[config.mk]
export PLATFORM = sky130hd
export DESIGN_NAME = pwr_wake_timer
export DESIGN_NICKNAME = d
export VERILOG_FILES = /design/src/rtl/pwt_pkg.sv /design/src/rtl/pwt_modcnt.sv /design/src/rtl/pwt_regs.sv /design/src/rtl/pwr_wake_timer.sv
export SDC_FILE = /design/constraint.sdc
export NUM_CORES = 1
export LEC_CHECK = 0
export BUFFER_PORTS_ARGS = -buffer_cell sky130_fd_sc_hd__buf_2
export CELL_PAD_IN_SITES_DETAIL_PLACEMENT = 1
export CELL_PAD_IN_SITES_GLOBAL_PLACEMENT = 1
export CORE_MARGIN = 3
export CORE_UTILIZATION = 35
export CTS_CLUSTER_DIAMETER = 80
export DETAILED_ROUTE_END_ITERATION = 16
export GPL_ROUTABILITY_DRIVEN = 1
export GPL_TIMING_DRIVEN = 0
export PLACE_DENSITY = 0.73
export SKIP_LAST_GASP = 1
export SYNTH_ARGS = -nofsm -noshare
export SYNTH_HDL_FRONTEND = slang
export SYNTH_SLANG_ARGS = --single-unit
[constraint.sdc]
create_clock -name clk -period 2.85 [get_ports clk]
set_input_delay 0.4275 -clock clk [delete_from_list [all_inputs] [get_ports clk]]
set_output_delay 0.4275 -clock clk [all_outputs]
set_load 0.02 [all_outputs]
[src/rtl/pwt_pkg.sv]
// Package: shared register map and control-bit positions for the
// periodic wake-up and reset timer. Assumes a 2-bit register address.
package pwt_pkg;

    typedef enum logic [1:0] {
        ADDR_INTERVAL = 2'd0,
        ADDR_RSTCNT   = 2'd1,
        ADDR_CTRL     = 2'd2,
        ADDR_STATUS   = 2'd3
    } pwt_addr_e;

    localparam int CTRL_SEL_BIT      = 0;
    localparam int CTRL_CLR_WAKE_BIT = 1;
    localparam int CTRL_CLR_RST_BIT  = 2;

endpackage

[src/rtl/pwt_modcnt.sv]
// Module: modulo event counter. Counts step pulses from 0 up to limit-1,
// then wraps to 0 and emits a one-cycle wrap pulse. A limit of 0 disables
// counting. A clear request wins over a step on the same cycle.
// Assumes: limit_i only changes together with a clear_i pulse.
module pwt_modcnt #(
    parameter int W = 8
) (
    input  logic         clk,
    input  logic         rst_n,
    input  logic         clear_i,
    input  logic         step_i,
    input  logic [W-1:0] limit_i,
    output logic [W-1:0] count_o,
    output logic         wrap_o
);

    localparam logic [W-1:0] ONE  = {{(W-1){1'b0}}, 1'b1};
    localparam logic [W-1:0] ZERO = '0;

    logic [W-1:0] count_q;
    logic         enabled;
    logic         at_end;

    // Decode whether counting is on and whether the next step wraps.
    always_comb begin
        enabled = (limit_i != ZERO);
        at_end  = (count_q == (limit_i - ONE));
        wrap_o  = step_i && enabled && !clear_i && at_end;
    end

    // Count register: reset, restart, wrap or advance.
    always_ff @(posedge clk) begin
        if (!rst_n) begin
            count_q <= ZERO;
        end else if (clear_i) begin
            count_q <= ZERO;
        end else if (step_i && enabled) begin
            count_q <= at_end ? ZERO : (count_q + ONE);
        end
    end

    assign count_o = count_q;

    // the count always stays inside the programmed range.
    a_r2_count_in_range: assert property (@(posedge clk) disable iff (!rst_n)
        (limit_i != ZERO) ? (count_q < limit_i) : (count_q == ZERO));

    // a wrap leaves the counter at zero.
    a_r2_wrap_zero: assert property (@(posedge clk) disable iff (!rst_n)
        wrap_o |=> (count_q == ZERO));

    // a restart leaves the counter at zero.
    a_r4_restart_zero: assert property (@(posedge clk) disable iff (!rst_n)
        clear_i |=> (count_q == ZERO));

    // without a usable step the count holds.
    a_r8_idle_hold: assert property (@(posedge clk) disable iff (!rst_n)
        (!clear_i && !(step_i && enabled)) |=> $stable(count_q));

endmodule

[src/rtl/pwt_regs.sv]
// Module: configuration registers for the timer. Holds the wake-up
// interval, the reset count and the status select. Applies the interlock
// that refuses to zero one count while the other is zero, and reports
// which counter must restart because its count really changed.
// Assumes: W >= 3 so the control bits fit in the data word.
module pwt_regs #(
    parameter int W = 8
) (
    input  logic         clk,
    input  logic         rst_n,
    input  logic         we_i,
    input  logic [1:0]   addr_i,
    input  logic [W-1:0] wdata_i,
    output logic [W-1:0] interval_o,
    output logic [W-1:0] rstcnt_o,
    output logic         sel_o,
    output logic         wake_restart_o,
    output logic         rst_restart_o,
    output logic         clr_wake_o,
    output logic         clr_rst_o
);

    import pwt_pkg::*;

    localparam logic [W-1:0] ALL_ONES = '1;
    localparam logic [W-1:0] ZERO     = '0;

    logic [W-1:0] interval_q;
    logic [W-1:0] rstcnt_q;
    logic         sel_q;
    logic         hit_int;
    logic         hit_rc;
    logic         hit_ctrl;
    logic         unused_ctrl_bits;

    // Address decode and write acceptance with the interlock.
    always_comb begin
        hit_int        = we_i && (addr_i == ADDR_INTERVAL);
        hit_rc         = we_i && (addr_i == ADDR_RSTCNT);
        hit_ctrl       = we_i && (addr_i == ADDR_CTRL);
        wake_restart_o = hit_int && (wdata_i != interval_q)
                         && !((wdata_i == ZERO) && (rstcnt_q == ZERO));
        rst_restart_o  = hit_rc && (wdata_i != rstcnt_q)
                         && !((wdata_i == ZERO) && (interval_q == ZERO));
        clr_wake_o     = hit_ctrl && wdata_i[CTRL_CLR_WAKE_BIT];
        clr_rst_o      = hit_ctrl && wdata_i[CTRL_CLR_RST_BIT];
    end

    assign unused_ctrl_bits = ^wdata_i[W-1:3];

    // Register storage updated only by accepted writes.
    always_ff @(posedge clk) begin
        if (!rst_n) begin
            interval_q <= ALL_ONES;
            rstcnt_q   <= ALL_ONES;
            sel_q      <= 1'b0;
        end else begin
            if (wake_restart_o) interval_q <= wdata_i;
            if (rst_restart_o)  rstcnt_q   <= wdata_i;
            if (hit_ctrl)       sel_q      <= wdata_i[CTRL_SEL_BIT];
        end
    end

    assign interval_o = interval_q;
    assign rstcnt_o   = rstcnt_q;
    assign sel_o      = sel_q;

    // the two counts are never zero together.
    a_r7_never_both_off: assert property (@(posedge clk) disable iff (!rst_n)
        (interval_q != ZERO) || (rstcnt_q != ZERO));

    // a refused zero write leaves the reset count nonzero.
    a_r7_zero_refused: assert property (@(posedge clk) disable iff (!rst_n)
        (hit_rc && (wdata_i == ZERO) && (interval_q == ZERO)) |=> (rstcnt_q != ZERO));

    // a same-value write leaves the reset count untouched.
    a_r5_same_value_rc: assert property (@(posedge clk) disable iff (!rst_n)
        (hit_rc && (wdata_i == rstcnt_q)) |=> $stable(rstcnt_q));

    // a same-value write leaves the interval untouched.
    a_r5_same_value_int: assert property (@(posedge clk) disable iff (!rst_n)
        (hit_int && (wdata_i == interval_q)) |=> $stable(interval_q));

endmodule

[src/rtl/pwr_wake_timer.sv]
// Module: periodic wake-up and reset timer top. A wake-up counter divides
// the incoming tick by the interval value; its wraps feed a reset counter
// that divides them by the reset count. Both wraps set sticky flags that
// software clears with write-one-to-clear bits. The read port is
// combinational. Assumes: tick_i is a one-cycle pulse per prescaled tick.
module pwr_wake_timer #(
    parameter int CNT_W = 8
) (
    input  logic             clk,
    input  logic             rst_n,
    input  logic             tick_i,
    input  logic             reg_we_i,
    input  logic [1:0]       reg_addr_i,
    input  logic [CNT_W-1:0] reg_wdata_i,
    output logic [CNT_W-1:0] reg_rdata_o,
    output logic             wake_flag_o,
    output logic             rst_req_o
);

    import pwt_pkg::*;

    localparam int PAD_W = CNT_W - 3;

    logic [CNT_W-1:0] interval;
    logic [CNT_W-1:0] rstcnt;
    logic [CNT_W-1:0] wake_count;
    logic [CNT_W-1:0] rst_count;
    logic             sel;
    logic             wake_restart;
    logic             rst_restart;
    logic             clr_wake;
    logic             clr_rst;
    logic             wake_wrap;
    logic             rst_wrap;
    logic             wake_flag_q;
    logic             rst_flag_q;

    pwt_regs #(.W(CNT_W)) regs_i (
        .clk            (clk),
        .rst_n          (rst_n),
        .we_i           (reg_we_i),
        .addr_i         (reg_addr_i),
        .wdata_i        (reg_wdata_i),
        .interval_o     (interval),
        .rstcnt_o       (rstcnt),
        .sel_o          (sel),
        .wake_restart_o (wake_restart),
        .rst_restart_o  (rst_restart),
        .clr_wake_o     (clr_wake),
        .clr_rst_o      (clr_rst)
    );

    pwt_modcnt #(.W(CNT_W)) wake_cnt_i (
        .clk     (clk),
        .rst_n   (rst_n),
        .clear_i (wake_restart),
        .step_i  (tick_i),
        .limit_i (interval),
        .count_o (wake_count),
        .wrap_o  (wake_wrap)
    );

    pwt_modcnt #(.W(CNT_W)) rst_cnt_i (
        .clk     (clk),
        .rst_n   (rst_n),
        .clear_i (rst_restart),
        .step_i  (wake_wrap),
        .limit_i (rstcnt),
        .count_o (rst_count),
        .wrap_o  (rst_wrap)
    );

    // Sticky flags: a new event wins over a same-cycle clear.
    always_ff @(posedge clk) begin
        if (!rst_n) begin
            wake_flag_q <= 1'b0;
            rst_flag_q  <= 1'b0;
        end else begin
            wake_flag_q <= wake_wrap | (wake_flag_q & ~clr_wake);
            rst_flag_q  <= rst_wrap  | (rst_flag_q  & ~clr_rst);
        end
    end

    // Combinational read mux over the four addresses.
    always_comb begin
        case (reg_addr_i)
            ADDR_INTERVAL: reg_rdata_o = interval;
            ADDR_RSTCNT:   reg_rdata_o = rstcnt;
            ADDR_CTRL:     reg_rdata_o = {{PAD_W{1'b0}}, rst_flag_q, wake_flag_q, sel};
            default:       reg_rdata_o = sel ? rst_count : wake_count;
        endcase
    end

    assign wake_flag_o = wake_flag_q;
    assign rst_req_o   = rst_flag_q;

    // the wake-up flag stays set until cleared.
    a_r9_wake_sticky: assert property (@(posedge clk) disable iff (!rst_n)
        (wake_flag_q && !clr_wake) |=> wake_flag_q);

    // the reset request stays set until cleared.
    a_r9_rst_sticky: assert property (@(posedge clk) disable iff (!rst_n)
        (rst_flag_q && !clr_rst) |=> rst_flag_q);

    // a reset request only appears after a wake-up event.
    a_r3_rst_after_wake: assert property (@(posedge clk) disable iff (!rst_n)
        $rose(rst_flag_q) |-> $past(wake_wrap));

    // no wake-up event while the interval is zero.
    a_r8_no_wake_when_off: assert property (@(posedge clk) disable iff (!rst_n)
        (interval == '0) |-> !wake_wrap);

    // no reset event while the reset count is zero.
    a_r6_no_rst_when_off: assert property (@(posedge clk) disable iff (!rst_n)
        (rstcnt == '0) |-> !rst_wrap);

endmodule

==> report_table.html <==
<table>
<tr><th>Metric</th><th>Value</th></tr>
<tr><th colspan="2">Status</th></tr>
<tr><td>Status</td><td>finished clean</td></tr>
<tr><th colspan="2">Die</th></tr>
<tr><td>I/O Pins</td><td>24</td></tr>
<tr><td>Die boundary height</td><td>90.7 um</td></tr>
<tr><td>Row cnt</td><td>30</td></tr>
<tr><td>Die X</td><td>90.7 um</td></tr>
<tr><td>Starting density of the core</td><td>0.366</td></tr>
<tr><td>Standard cell core area</td><td>6870 um^2</td></tr>
<tr><td>Die ar.</td><td>8230 um^2</td></tr>
<tr><th colspan="2">Finish</th></tr>
<tr><td>Area taken by multi-input logic gates</td><td>1700 um^2</td></tr>
<tr><td>Area overhead of the layout relative to synthesis</td><td>12.9%</td></tr>
<tr><td>Fillers</td><td>832</td></tr>
<tr><td>Ratio of cells with drive above 1 in the final layout</td><td>0.148</td></tr>
<tr><td>Inserted Diodes</td><td>0</td></tr>
<tr><td>Core Util, Final</td><td>0.413</td></tr>
<tr><td>FF/Latch Area</td><td>703 um^2</td></tr>
<tr><td>Total Nets Final</td><td>351</td></tr>
<tr><th colspan="2">Yosys</th></tr>
<tr><td>Synth Flop Type</td><td>sky130_fd_sc_hd__dfxtp_1</td></tr>
<tr><td>Synthesized netlist cell count</td><td>303</td></tr>
<tr><td>Area share of the leading cell type in the synthesized netlist</td><td>0.279</td></tr>
<tr><td>Number of enable flip-flop cells after synthesis</td><td>0</td></tr>
<tr><td>FFs w/ async S/R, synth</td><td>0</td></tr>
<tr><td>Library cell with the largest summed area after synthesis</td><td>sky130_fd_sc_hd__dfxtp_1</td></tr>
<tr><td>Syn Area/Cell</td><td>8.30 um^2</td></tr>
<tr><td>Combined area of all synthesized cells</td><td>2510 um^2</td></tr>
<tr><td>Syn. warnings</td><td>0</td></tr>
<tr><td>Number of library cell types mapped by synthesis</td><td>55</td></tr>
<tr><td>Most area-consuming cells after synthesis</td><td>sky130_fd_sc_hd__dfxtp_1 (28%), sky130_fd_sc_hd__xor2_1 (7.3%), sky130_fd_sc_hd__mux2i_1 (6.8%), sky130_fd_sc_hd__xnor2_1 (5.9%), sky130_fd_sc_hd__nand2_1 (3.9%)</td></tr>
<tr><td>Register area share after synthesis</td><td>0.279</td></tr>
<tr><td>Number of nets in the synthesized netlist</td><td>323</td></tr>
<tr><td>Cell types with the highest counts after synthesis</td><td>sky130_fd_sc_hd__dfxtp_1 (35), sky130_fd_sc_hd__nand2_1 (26), sky130_fd_sc_hd__xor2_1 (21)</td></tr>
<tr><td>Most frequent cell after synthesis</td><td>sky130_fd_sc_hd__dfxtp_1</td></tr>
<tr><td>Flop and latch count out of synthesis</td><td>35</td></tr>
<tr><th colspan="2">Timing</th></tr>
<tr><td>Clock period minus worst slack</td><td>2.72 ns</td></tr>
<tr><td>Worst slew pin tran</td><td>0.742 ns</td></tr>
<tr><td>Clock tree skew after final layout</td><td>0.00872 ns</td></tr>
<tr><td>Unrepaired setup endpoints after global routing</td><td>yes</td></tr>
<tr><td>Final Slew Violations</td><td>0</td></tr>
<tr><td>Total of endpoints with negative setup slack in the final report</td><td>0</td></tr>
<tr><td>Maximum clock frequency</td><td>368 MHz</td></tr>
<tr><td>Final hold vios</td><td>0</td></tr>
<tr><td>Fraction of the cycle the final worst path needs</td><td>0.954</td></tr>
<tr><td>Worst rel slew slack</td><td>0.504</td></tr>
<tr><th colspan="2">Worst setup path</th></tr>
<tr><td>Critical Setup Path Class</td><td>reg2reg</td></tr>
<tr><td>Arrival time reported for the critical path endpoint</td><td>2.94 ns</td></tr>
<tr><td>Kind of end point of the critical path</td><td>flip-flop</td></tr>
<tr><td>Data required time at the worst endpoint</td><td>3.07 ns</td></tr>
<tr><td>Largest fanout on the critical path</td><td>8</td></tr>
<tr><td>Sort of element at the start of the critical path</td><td>flip-flop</td></tr>
<tr><th colspan="2">Clocking</th></tr>
<tr><td>Maximum clock insertion buffer count</td><td>2</td></tr>
<tr><td>TritonCTS Sinks</td><td>35</td></tr>
<tr><td>TritonCTS clock tree</td><td>built</td></tr>
<tr><td>Clk root buf</td><td>sky130_fd_sc_hd__clkbuf_8</td></tr>
<tr><td>Hold-fix buffer count after cts</td><td>0</td></tr>
<tr><td>H-tree depth</td><td>2</td></tr>
<tr><td>CTS Buf Count</td><td>5</td></tr>
<tr><td>Clock insertion delay at the later pin of the skew report</td><td>0.29 ns</td></tr>
<tr><td>Clock transition at the registers of the reported paths</td><td>0.07 ns</td></tr>
<tr><th colspan="2">Placement</th></tr>
<tr><td>Routability cong.</td><td>0.854</td></tr>
<tr><td>Number of buffer cells added on primary ports</td><td>20</td></tr>
<tr><td>DPL Wire Length</td><td>5.94 mm</td></tr>
<tr><th colspan="2">Flow run</th></tr>
<tr><td>Maxcap violations</td><td>0</td></tr>
<tr><th colspan="2">Pwr</th></tr>
<tr><td>Combinational cell fraction of total power</td><td>0.175</td></tr>
<tr><td>PnR Total Power</td><td>0.00104 W</td></tr>
<tr><td>Power density relative to cell area</td><td>367 nW/um^2</td></tr>
<tr><td>Static leakage power</td><td>1.06 nW</td></tr>
<tr><td>Relative contribution of the clock network to total power</td><td>0.329</td></tr>
<tr><td>Worst supply voltage drop on vdd</td><td>0.170 mV</td></tr>
<tr><td>Switching power as a share of total power</td><td>0.295</td></tr>
<tr><td>Internal Pwr Total</td><td>0.000735 W</td></tr>
<tr><td>Register share of total power</td><td>0.496</td></tr>
<tr><td>Switching pwr</td><td>0.000308 W</td></tr>
<tr><th colspan="2">Routing</th></tr>
<tr><td>Router iterations before antenna repair</td><td>4</td></tr>
<tr><td>Average via count per standard cell</td><td>5.62</td></tr>
<tr><td>Detailed Route WL</td><td>7.98 mm</td></tr>
<tr><td>Total number of vias</td><td>2394</td></tr>
<tr><td>Number of routed nets with antenna violations</td><td>0</td></tr>
<tr><td>DRC</td><td>0</td></tr>
<tr><td>Iteration-0 DRC Markers</td><td>85</td></tr>
<tr><td>WL/cell</td><td>18.7 um</td></tr>
<tr><th colspan="2">GRT</th></tr>
<tr><td>Via count of the first global-routing pass</td><td>2485</td></tr>
<tr><td>Congestion Overflow GR</td><td>0</td></tr>
<tr><td>Global-route wire length before repair</td><td>13.1 mm</td></tr>
<tr><td>All-Layer GR Usage</td><td>0.199</td></tr>
<tr><td>Antenna violations before repair</td><td>0</td></tr>
<tr><td>Pin count of the biggest net entering global routing</td><td>11</td></tr>
<tr><th colspan="2">Min path</th></tr>
<tr><td>Worst min-delay path category</td><td>in2reg</td></tr>
</table>
## power by group through the flow
stage               Sequential (W)  Combinational [W]  Clock [W]
floorplan                 0.000522           0.000124          0
global placement          0.000527           0.000176          0
detailed placement        0.000528           0.000181          0
CTS                       0.000516           0.000182   0.000349
global route              0.000519           0.000201   0.000370
finish                    0.000517           0.000183   0.000343
## registers in the layout (all words and copies together) (netlist names)
signal              cells
rst_req_o               1
regs_i.rstcnt_o         8
wake_cnt_i.count_o      8
wake_flag_o             1
rst_cnt_i.count_o       8
regs_i.sel_o            1
regs_i.interval_o       8
## cell type report
| class | count | area share |
|---|---|---|
| Timing Repair Buffer | 21 | 0.0379 |
| Inverter | 9 | 0.0119 |
| Sequential cell | 35 | 0.248 |
| Multi-Input combinational cell | 236 | 0.599 |
| Buffer | 23 | 0.0361 |
| Tap cell | 96 | 0.0423 |
| Clock buffer | 6 | 0.0256 |
## final timing paths
| check | cells after the start | slack, ns | to | from |
|---|---|---|---|---|
| min reg2reg | 2 | 0.54 | rst_cnt_i.count_o[7] | rst_cnt_i.count_o[7] |
| min | 3 | 0.45 | regs_i.rstcnt_o[4] | reg_wdata_i[4] |
| max reg2reg | 8 | 0.13 | rst_cnt_i.count_o[3] | regs_i.interval_o[6] |
| max | 8 | 0.13 | rst_cnt_i.count_o[3] | regs_i.interval_o[6] |
## metal layers
metal  GRT usage  vias to the layer above  part of all wire  wire length [um]
li1            -                     1162                 -                 -
met1       0.257                     1171              0.47              3730
met2       0.333                       45              0.48              3810
met3      0.0267                       16             0.029               230
met4      0.0778                        0             0.027               212
met5           0                        -                 0                 0
## cells in the final DEF, fill, tap and decap left out, types with 3 or more instances in the layout
cell type / netlist / final
sky130_fd_sc_hd__dfxtp_1: 35 / 33
sky130_fd_sc_hd__nand2_1: 26 / 26
sky130_fd_sc_hd__buf_2: 3 / 23
sky130_fd_sc_hd__xor2_1: 21 / 21
sky130_fd_sc_hd__nor2_1: 20 / 20
sky130_fd_sc_hd__a21oi_1: 19 / 19
sky130_fd_sc_hd__clkbuf_1: 17 / 17
sky130_fd_sc_hd__mux2i_1: 17 / 17
sky130_fd_sc_hd__xnor2_1: 17 / 17
sky130_fd_sc_hd__nand3_1: 13 / 13
sky130_fd_sc_hd__inv_1: 9 / 9
sky130_fd_sc_hd__nand4_1: 8 / 8
sky130_fd_sc_hd__o21ai_0: 8 / 8
sky130_fd_sc_hd__o31ai_1: 7 / 7
sky130_fd_sc_hd__or4_1: 7 / 7
sky130_fd_sc_hd__and3_1: 6 / 6
sky130_fd_sc_hd__ha_1: 6 / 6
sky130_fd_sc_hd__a22o_1: 5 / 5
sky130_fd_sc_hd__nor4_1: 6 / 5
sky130_fd_sc_hd__clkbuf_8: 0 / 5
sky130_fd_sc_hd__o211ai_1: 4 / 4
sky130_fd_sc_hd__mux2_2: 3 / 3
sky130_fd_sc_hd__mux4_2: 3 / 3
sky130_fd_sc_hd__and2_1: 3 / 3
sky130_fd_sc_hd__nor2b_1: 3 / 3
## critical path, cell delays in order (launching register included)
cell	delay, ns
sky130_fd_sc_hd__dfxtp_1	0.30
sky130_fd_sc_hd__clkbuf_1	0.24
sky130_fd_sc_hd__or3b_2	0.52
sky130_fd_sc_hd__nor4_2	0.14
sky130_fd_sc_hd__a311oi_1	0.11
sky130_fd_sc_hd__a2111o_1	0.51
sky130_fd_sc_hd__buf_4	0.18
sky130_fd_sc_hd__or4_1	0.50
sky130_fd_sc_hd__a21oi_1	0.15
## timing repair
action                                  4_1_cts  5_1_grt
setup buffers                                 0        1
endpoints found under the setup margin        8       15
resized for setup                             2        6
pin swaps                                     0        1
## stage by stage
step	area (um^2)	cells	worst slack, ns	hold slack [ns]	TNS, ns
6_report	2840	426	0.130	0.455	0
5_1_grt	2840	426	-0.0217	0.470	-0.0217
4_1_cts	2810	425	0.0652	0.452	0
3_5_place_dp	2730	419	-0.0464	0.526	-0.303
3_3_place_gp	2730	419	0.0201	0.505	0
2_1_floorplan	2510	303	0.513	0.476	0
## cell families (layout without fill, tap and decap cells)
logic type      after synthesis  in the layout  synth area share
compound gates               62             62             0.172
mux                          23             23             0.108
buf+inv                      32             59            0.0538
xor+xnor                     38             38             0.132
fa+ha+maj                     6              6            0.0299
simple gates                107            107             0.225
flops                        35             35             0.279
Power figures use the tool's default switching activity.
